$ cat src/rtl/aclk_seq_pkg.sv
package aclk_seq_pkg;

    typedef enum logic [1:0] {
        FMT_STD      = 2'b00,
        FMT_DSP0     = 2'b01,
        FMT_DSP1     = 2'b10,
        FMT_DSP0_ALT = 2'b11
    } fmt_e;

endpackage

$ cat src/rtl/aclk_seq_ctrl.sv
module aclk_seq_ctrl #(
    parameter int CNT_W    = 8,
    parameter int BCLK_LOG = 2
) (
    input  logic             clk_i,
    input  logic             rst_ni,
    input  logic             pwr_en_i,
    input  logic             pll_lock_i,
    output logic             run_d_o,
    output logic             first_d_o,
    output logic [CNT_W-1:0] cnt_d_o,
    output logic             run_q_o,
    output logic [CNT_W-1:0] cnt_q_o
);
    localparam logic [CNT_W-1:0] WIN_C = CNT_W'(2 ** BCLK_LOG);

    typedef struct packed {
        logic             run;
        logic             first;
        logic [CNT_W-1:0] cnt;
    } st_t;

    st_t st_d, st_q;
    logic [CNT_W-1:0] cnt_inc;

    always_comb begin
        st_d    = st_q;
        cnt_inc = st_q.cnt + 1'b1;
        if (pwr_en_i && pll_lock_i) begin
            if (!st_q.run) begin
                st_d.run   = 1'b1;
                st_d.first = 1'b1;
                st_d.cnt   = '0;
            end else begin
                st_d.cnt = cnt_inc;
                if (cnt_inc >= WIN_C) begin
                    st_d.first = 1'b0;
                end
            end
        end else begin
            st_d = '0;
        end
    end

    always_ff @(posedge clk_i) begin
        if (!rst_ni) begin
            st_q <= '0;
        end else begin
            st_q <= st_d;
        end
    end

    assign run_d_o   = st_d.run;
    assign first_d_o = st_d.first;
    assign cnt_d_o   = st_d.cnt;
    assign run_q_o   = st_q.run;
    assign cnt_q_o   = st_q.cnt;

    assert_cnt_step_R6: assert property (@(posedge clk_i) disable iff (!rst_ni)
        (st_q.run && pwr_en_i && pll_lock_i) |=> (st_q.cnt == $past(st_q.cnt) + 1'b1));

    assert_start_zero_R4: assert property (@(posedge clk_i) disable iff (!rst_ni)
        $rose(st_q.run) |-> (st_q.cnt == '0 && st_q.first));

endmodule

$ cat src/rtl/aclk_edge_gen.sv
module aclk_edge_gen
    import aclk_seq_pkg::*;
#(
    parameter int CNT_W    = 8,
    parameter int BCLK_LOG = 2
) (
    input  logic             clk_i,
    input  logic             rst_ni,
    input  logic             run_i,
    input  logic             first_i,
    input  logic [CNT_W-1:0] cnt_i,
    input  logic [1:0]       fmt_i,
    input  logic             msbs_i,
    input  logic             bckp_i,
    output logic             bclk_o,
    output logic             lrck_o
);
    localparam int               HALF_C     = 2 ** (BCLK_LOG - 1);
    localparam logic [CNT_W-1:0] SUB_MASK_C = CNT_W'(HALF_C - 1);

    typedef struct packed {
        logic bclk;
        logic lrck;
    } out_t;

    out_t out_d, out_q;
    logic base_hi, dsp_fmt, trim, lr_bit;

    always_comb begin
        base_hi = bckp_i ? cnt_i[BCLK_LOG-1] : ~cnt_i[BCLK_LOG-1];
        dsp_fmt = (fmt_e'(fmt_i) != FMT_STD);
        trim    = dsp_fmt && (msbs_i ^ bckp_i) && first_i && base_hi
                  && ((cnt_i & SUB_MASK_C) == '0);
        lr_bit  = (fmt_e'(fmt_i) == FMT_DSP1) ? cnt_i[CNT_W-2] : cnt_i[CNT_W-1];
        out_d.bclk = run_i && base_hi && !trim;
        out_d.lrck = run_i && !lr_bit;
    end

    always_ff @(posedge clk_i) begin
        if (!rst_ni) begin
            out_q <= '0;
        end else begin
            out_q <= out_d;
        end
    end

    assign bclk_o = out_q.bclk;
    assign lrck_o = out_q.lrck;

endmodule

$ cat src/rtl/aclk_mclk_out.sv
module aclk_mclk_out (
    input  logic clk_i,
    input  logic rst_ni,
    input  logic en_i,
    output logic mcko_o
);
    typedef struct packed {
        logic mck;
    } mck_t;

    mck_t mck_d, mck_q;

    always_comb begin
        mck_d.mck = en_i ? ~mck_q.mck : 1'b0;
    end

    always_ff @(posedge clk_i) begin
        if (!rst_ni) begin
            mck_q <= '0;
        end else begin
            mck_q <= mck_d;
        end
    end

    assign mcko_o = mck_q.mck;

    assert_mcko_toggle_R3: assert property (@(posedge clk_i) disable iff (!rst_ni)
        en_i |=> (mcko_o != $past(mcko_o)));

endmodule

$ cat src/rtl/aclk_master_seq.sv
module aclk_master_seq #(
    parameter int CNT_W    = 8,
    parameter int BCLK_LOG = 2
) (
    input  logic       clk_i,
    input  logic       rst_ni,
    input  logic       pwr_en_i,
    input  logic       pll_lock_i,
    input  logic       mcko_en_i,
    input  logic [1:0] fmt_i,
    input  logic       msbs_i,
    input  logic       bckp_i,
    output logic       bclk_o,
    output logic       lrck_o,
    output logic       mcko_o
);
    logic             run_d, first_d, run_q;
    logic [CNT_W-1:0] cnt_d, cnt_q;

    aclk_seq_ctrl #(.CNT_W(CNT_W), .BCLK_LOG(BCLK_LOG)) i_ctrl (
        .clk_i      (clk_i),
        .rst_ni     (rst_ni),
        .pwr_en_i   (pwr_en_i),
        .pll_lock_i (pll_lock_i),
        .run_d_o    (run_d),
        .first_d_o  (first_d),
        .cnt_d_o    (cnt_d),
        .run_q_o    (run_q),
        .cnt_q_o    (cnt_q)
    );

    aclk_edge_gen #(.CNT_W(CNT_W), .BCLK_LOG(BCLK_LOG)) i_edge (
        .clk_i   (clk_i),
        .rst_ni  (rst_ni),
        .run_i   (run_d),
        .first_i (first_d),
        .cnt_i   (cnt_d),
        .fmt_i   (fmt_i),
        .msbs_i  (msbs_i),
        .bckp_i  (bckp_i),
        .bclk_o  (bclk_o),
        .lrck_o  (lrck_o)
    );

    aclk_mclk_out i_mclk (
        .clk_i  (clk_i),
        .rst_ni (rst_ni),
        .en_i   (pwr_en_i && mcko_en_i),
        .mcko_o (mcko_o)
    );

    assert_gate_low_R1: assert property (@(posedge clk_i) disable iff (!rst_ni)
        (!pwr_en_i || !pll_lock_i) |=> (!bclk_o && !lrck_o));

    assert_mcko_off_R3: assert property (@(posedge clk_i) disable iff (!rst_ni)
        (!pwr_en_i || !mcko_en_i) |=> !mcko_o);

    assert_left_first_R4: assert property (@(posedge clk_i) disable iff (!rst_ni)
        (run_q && cnt_q == '0) |-> lrck_o);

    assert_bclk_needs_run_R2: assert property (@(posedge clk_i) disable iff (!rst_ni)
        bclk_o |-> run_q);

    assert_first_short_R7: assert property (@(posedge clk_i) disable iff (!rst_ni)
        ($rose(run_q) && fmt_i != 2'b00 && msbs_i && !bckp_i) |-> !bclk_o);

    assert_reset_R8: assert property (@(posedge clk_i)
        !rst_ni |=> (!bclk_o && !lrck_o && !mcko_o));

endmodule

$ cat config.mk
export PLATFORM = sky130hd
export DESIGN_NAME = aclk_master_seq
export DESIGN_NICKNAME = d
export VERILOG_FILES = /design/src/rtl/aclk_seq_pkg.sv /design/src/rtl/aclk_seq_ctrl.sv /design/src/rtl/aclk_edge_gen.sv /design/src/rtl/aclk_mclk_out.sv /design/src/rtl/aclk_master_seq.sv
export SDC_FILE = /design/constraint.sdc
export NUM_CORES = 1
export LEC_CHECK = 0
export ABC_AREA = 1
export BUFFER_PORTS_ARGS = -buffer_cell sky130_fd_sc_hd__buf_2
export CORE_AREA = 3 3 40 42
export DETAILED_ROUTE_END_ITERATION = 6
export DIE_AREA = 0 0 43 45
export PLACE_DENSITY_LB_ADDON = 0.12
export SETUP_SLACK_MARGIN = 0.5
export SYNTH_ARGS = -nofsm -noshare
export SYNTH_HDL_FRONTEND = slang
export SYNTH_SLANG_ARGS = --single-unit
$ cat constraint.sdc
create_clock -name clk_i -period 3.2 [get_ports clk_i]
set_input_delay 0 -clock clk_i [delete_from_list [all_inputs] [get_ports clk_i]]
set_output_delay 0 -clock clk_i [all_outputs]
set_load 0.005 [all_outputs]
==> results of run 1 <==
==> what timing repair did <==
item                                   in CTS  in global routing
hold buffers                                3                  0
endpoints found under the hold margin       2                  0
buffers inserted                            0                  0
==> metrics by stage <==
| step | hold WS (ps) | worst slack (ps) | power (mW) |
|---|---|---|---|
| detailed placement | 257 | 1770 | 0.186 |
| finish | 18.7 | 1760 | 0.285 |
| global placement | 248 | 1820 | 0.185 |
| global route | 37.7 | 1520 | 0.299 |
| CTS | 19.7 | 1740 | 0.290 |
| floorplan | 126 | 1910 | 0.177 |
==> cells by family after synthesis <==
kind of cell    count (synthesis)  synth area share, %
xor+xnor                        1                 1.41
buf+inv                        13                 7.86
flops                          13                 41.9
fa+ha+maj                       2                 4.03
simple gates                   49                 34.9
compound gates                 11                 9.88
==> sequential cells by signal, indices dropped and copies added (netlist names) <==
name            cells
i_edge.lrck_o       1
i_ctrl.st_q         1
i_mclk.mcko_o       1
i_ctrl.cnt_q_o      8
i_edge.bclk_o       1
i_ctrl.run_q_o      1
==> synthesized netlist by cell type <==
cell type and count:
nor2_2 1, o21ai_1 1, nand2_1 23, nor2_1 13, ha_1 2, xnor2_1 1
nand3_2 1, nand3_1 7, nor2_4 1, nand4_1 2, o21ai_0 2, a211oi_1 1
nand2_2 1, inv_1 13, dfxtp_1 13, o21ai_2 1, a21oi_1 6
==> cell type report <==
class	instances	area (sq um)	area share (%)
well taps	15	18.8	2.50
clock buffers	4	26.3	3.50
flip-flops and latches	13	260	34.7
repair buffers	14	85.1	11.3
inverters	13	48.8	6.50
multi-input cells	63	312	41.5
==> routing by layer <==
layer / track usage [%] / up-vias
met1: 17.5 / 253
met2: 26.6 / 11
li1: - / 321
met3: 2.39 / 2
met5: 0 / -
met4: 7.23 / 0
==> worst min-delay path by stage <==
stage                      to  startpoint  slack [ps]  cells past startpoint
6_report        i_edge.lrck_o    fmt_i[0]          20                      3
5_1_grt         i_edge.lrck_o    fmt_i[0]          40                      3
4_1_cts        i_ctrl.run_q_o  pll_lock_i          20                      3
3_5_place_dp    i_mclk.mcko_o    pwr_en_i         260                      3
3_3_place_gp    i_mclk.mcko_o    pwr_en_i         250                      3
2_1_floorplan   i_mclk.mcko_o    pwr_en_i         130                      2
==> critical path, delay by kind of cell, from the launching register on <==
family,cells,cell delay (ps)
AND/OR/NAND/NOR,5,430
AO/OA/AOI/OAI,2,240
flip-flops,1,400
adder cells (fa/ha/maj),1,250
==> where the power goes <==
| group | leakage (nW) | internal [mW] | total, mW | switching [mW] |
|---|---|---|---|---|
| logic | 0.199 | 0.0100 | 0.0189 | 0.00890 |
| clock network | 0.0150 | 0.0482 | 0.101 | 0.0523 |
| registers | 0.105 | 0.164 | 0.165 | 0.00104 |
| total | 0.319 | 0.222 | 0.285 | 0.0622 |
==> flow_summary.json, run 1 <==
{
  "status": "complete, no violations",
  "grt_pass1_vias": 554,
  "ys_top_cells_by_area": "dfxtp_1 (42%), nand2_1 (14%), inv_1 (7.9%)",
  "ys_seq_area_share_pct": 41.9,
  "totalWireLength_microns": 1160,
  "die_area_sq_mm": 0.00194,
  "wl_met3_microns": 43,
  "cts-root-buf": "clkbuf_4",
  "vias_per_cell": 4.81,
  "max_stage_delay_ps": 400,
  "cts_tree": "done",
  "r2r_cells": 8,
  "ctsResizeCount": 0,
  "hold_viol": 0,
  "post-route-min-period_ps": 1440,
  "design_area_sq_um": 751,
  "wl_met2_microns": 553,
  "ir_drop_uv": 253,
  "postSynthAreaPerCell_sq_um": 6.97,
  "cp_slowest_cell": "dfxtp_1",
  "dpl_cell_area_sq_um": 694,
  "die_w_microns": 43,
  "rsz0062_at_grt": "no",
  "clk_latency_ps": 270,
  "mostFrequentLayoutCells": "nand2_1 (23), inv_1 (13), nor2_1 (13), dfxtp_1 (13), buf_2 (11)",
  "htree_levels": 1,
  "finalClockSkew_ps": 4.27,
  "grt_pass1_wl_microns": 2230,
  "yosys.area.top_type": "dfxtp_1",
  "critPathLaunchType": "flop",
  "place_inst": 115,
  "cts.sinks": 13,
  "antenna_found_initial": 0,
  "cap_violations": 0,
  "required_ps": 3350,
  "setup_viol": 0,
  "layout_commonest_cell": "nand2_1",
  "hpwlAfterDp_microns": 900,
  "dr.pass1.iters": 4,
  "report.final.slew_viol_count": 0,
  "cp-end-kind": "flop",
  "crit_fanout": 5,
  "wl_per_cell_microns": 9.47,
  "clockBufferDepth": 2,
  "grt_max_degree": 8,
  "worst_path_most_repeated_cell": "nand2_1",
  "rows": 13,
  "top_layer_used": "met4",
  "drtIter0Drc": 8,
  "worstMarginPinSlew_ps": 257,
  "drc": 0,
  "fill_cells": 127,
  "tns_ps": 0,
  "gr-total-overflow": 0,
  "port_buffers": 11,
  "synth-seq-cells": 13,
  "worstSetupStartpoint": "i_ctrl.cnt_q_o[0]",
  "cts_buffers": 3,
  "routed-via-count": 587,
  "start_util_pct": 48.3,
  "rr_endpoint": "i_edge.bclk_o",
  "worstPathArrival_ps": 1590,
  "area_growth_pct": 21.0,
  "synth_fp_nets": 100,
  "power.leakage_nw": 0.319,
  "yosysWarnings": 0,
  "design.core.area_sq_mm": 0.00128,
  "r2r_slack_ps": 1760,
  "drt-met1-wl_microns": 545,
  "power_density_mw_per_mm2": 379,
  "die_h_microns": 45,
  "fmax_mhz": 695,
  "ant_nets": 0,
  "fin_crit_sh_pct": 44.9,
  "io_pins": 12,
  "path_cells": "ha_1 -> nand3_2 -> o21ai_2 -> nand2_1 -> nor2_1 -> nand3_1 -> nand2_1 -> a21oi_1",
  "endpoint": "i_edge.bclk_o",
  "grtUsageTotal_pct": 15.0,
  "synthesis.area_sq_um": 621,
  "ys_types": 17,
  "postSynthCellCount": 89,
  "utilization_pct": 58.4,
  "slew_headroom_pct": 82.8,
  "clk_pin_slew_worst_paths_ps": 80,
  "layout.cells.non_filler": 122,
  "min_path_type": "in -> reg",
  "drive_above_1_share_pct": 17.8,
  "path_class": "reg -> reg",
  "fin_nets": 119,
  "diodes": 0,
  "gp_congestion": 0.752,
  "yosysTopAreaCellShare_pct": 41.9,
  "r2r-start": "i_ctrl.cnt_q_o[0]"
}
Note: power is estimated with default switching activity, not from simulation.
==> inputs of run 2 (changes only) <==
Settings changed: CORE_AREA 3 3 40 42 to default, CORE_MARGIN from default to 3, CORE_UTILIZATION from default to 46, DIE_AREA 0 0 43 45 to default.
Clock period 3.2 ns to 1.3 ns, I/O delays scaled along.
==> run 2 against run 1 <==
Net effect: cell area grew 12%; clock skew down 3.1 ps; via count rose by 1.4%; critical endpoint is now i_ctrl.st_q[8].
==> flow_summary.json, run 2 (synthesis results as in run 1) <==
{
  "status": "complete, no violations",
  "fill_cells": 98,
  "dr.pass1.iters": 4,
  "path_buf_inv": 0,
  "cts_tree": "done",
  "whs_endpoint": "i_edge.lrck_o",
  "place_inst": 114,
  "clockBufferDepth": 2,
  "totalWireLength_microns": 1260,
  "cp-end-kind": "flop",
  "layout.cells.non_filler": 125,
  "path_class": "reg -> reg",
  "drtIter0Drc": 5,
  "die_h_microns": 42.7,
  "fin_crit_sh_pct": 95.3,
  "worstMarginPinSlew_ps": 272,
  "post-route-min-period_ps": 1240,
  "worstPathArrival_ps": 1450,
  "layout_commonest_cell": "nand2_1",
  "grt_max_degree": 8,
  "max_stage_delay_ps": 380,
  "cts_buffers": 3,
  "io_pins": 12,
  "cts-root-buf": "clkbuf_4",
  "clk_latency_ps": 270,
  "port_buffers": 11,
  "fin_ws_ps": 61.7,
  "gr-total-overflow": 0,
  "cap_violations": 0,
  "finalClockSkew_ps": 1.13,
  "dpl_cell_area_sq_um": 729,
  "worst_path_most_repeated_cell": "nand2_1",
  "htree_levels": 1,
  "grt_pass1_vias": 594,
  "regArea_sq_um": 277,
  "gp_congestion": 0.746,
  "crit_cells": 9,
  "wl_per_cell_microns": 10.1,
  "drive_above_1_share_pct": 31.5,
  "hold_viol": 0,
  "rows": 12,
  "mostFrequentLayoutCells": "nand2_1 (21), nor2_1 (12), inv_1 (11), buf_2 (11), dfxtp_1 (8)",
  "timing.hold.ws_ps": 3.78,
  "area_growth_pct": 35.5,
  "r2r-start": "i_ctrl.cnt_q_o[0]",
  "min_path_type": "in -> reg",
  "start_util_pct": 52.3,
  "fin_nets": 123,
  "path_cells": "ha_4 -> nand3_4 -> o21ai_2 -> nand2_1 -> nor2_1 -> nand3_1 -> nand2_1 -> nand2_1 -> nor2_2",
  "diodes": 0,
  "setup_viol": 0,
  "rr_endpoint": "i_ctrl.st_q[8]",
  "pre_cts_ws_ps": 35.0,
  "cp_slowest_cell": "dfxtp_4",
  "utilization_pct": 70.9,
  "die_area_sq_mm": 0.00183,
  "critPathLaunchType": "flop",
  "required_ps": 1510,
  "power.leakage_nw": 0.345,
  "min_from": "fmt_i[0]",
  "design_area_sq_um": 841,
  "worstSetupStartpoint": "i_ctrl.cnt_q_o[0]",
  "clk_pin_slew_worst_paths_ps": 80,
  "die_w_microns": 42.7,
  "drc": 0,
  "grtUsageTotal_pct": 16.7,
  "power_density_mw_per_mm2": 819,
  "cp_top_family": "simple AND/OR/NAND/NOR gates",
  "cts.sinks": 13,
  "ant_nets": 0,
  "antenna_found_initial": 0,
  "r2r_cells": 9,
  "multi_input_area_sq_um": 344,
  "largest_reg_flops": 8,
  "fmax_mhz": 808,
  "ir_drop_uv": 572,
  "vias_per_cell": 4.76,
  "crit_fanout": 5,
  "hpwlAfterDp_microns": 961,
  "whs_path_depth": 3,
  "report.final.slew_viol_count": 0,
  "rsz0062_at_grt": "yes",
  "slew_headroom_pct": 81.8,
  "routed-via-count": 595,
  "r2r_slack_ps": 60,
  "design.core.area_sq_mm": 0.00119,
  "grt_pass1_wl_microns": 2360
}
==> run 2: worst register-to-register path: cells and delay by family (launching register included) <==
kind            cells  cell delay, ps
compound gates      1             130
flops               1             380
fa+ha+maj           1             160
simple gates        7             520
==> run 2: through the flow <==
step                      TNS (ps)  power (mW)
after global placement           0       0.450
final                            0       0.689
after detailed placement         0       0.450
after CTS                        0       0.696
after global routing         -87.9       0.726
after floorplan                  0       0.429
==> run 2: routing by layer <==
metal  part of all wire (%)  routed length, microns  up-vias  GRT usage (%)
met2                     49                     618        9           26.6
met3                    3.7                      47        2           5.08
met4                   0.63                       8        0           3.73
met1                     47                     590      254           21.8
met5                      0                       0        -              0
li1                       -                       -      330              -
==> run 2: timing repair <==
item	4_1_cts	5_1_grt
gates cloned	0	0
hold buffers	3	0
gates resized for setup	3	3
endpoints found under the hold margin	1	0
endpoints found under the setup margin	10	11
pin swaps	6	4
buffers inserted	2	2
==> run 2: power breakdown <==
group / internal [mW] / switching (mW)
Clock: 0.119 / 0.123
Sequential: 0.396 / 0.00291
Combinational: 0.0253 / 0.0227
Total: 0.540 / 0.149
==> run 2: worst max path at each step <==
stage               slack, ps             end
finish                     60  i_ctrl.st_q[8]
global route              -60  i_ctrl.st_q[8]
CTS                        50  i_ctrl.st_q[8]
detailed placement         30  i_ctrl.st_q[8]
global placement           80  i_ctrl.st_q[8]
floorplan                 130  i_ctrl.st_q[8]
==> run 2: cell type report <==
type	instances	share of cell area, %
multi-input combinational	63	40.9
sequential	13	32.9
timing repair buffer	18	15.2
inverter	13	5.80
clock buffer	4	3.13
tap	14	2.08
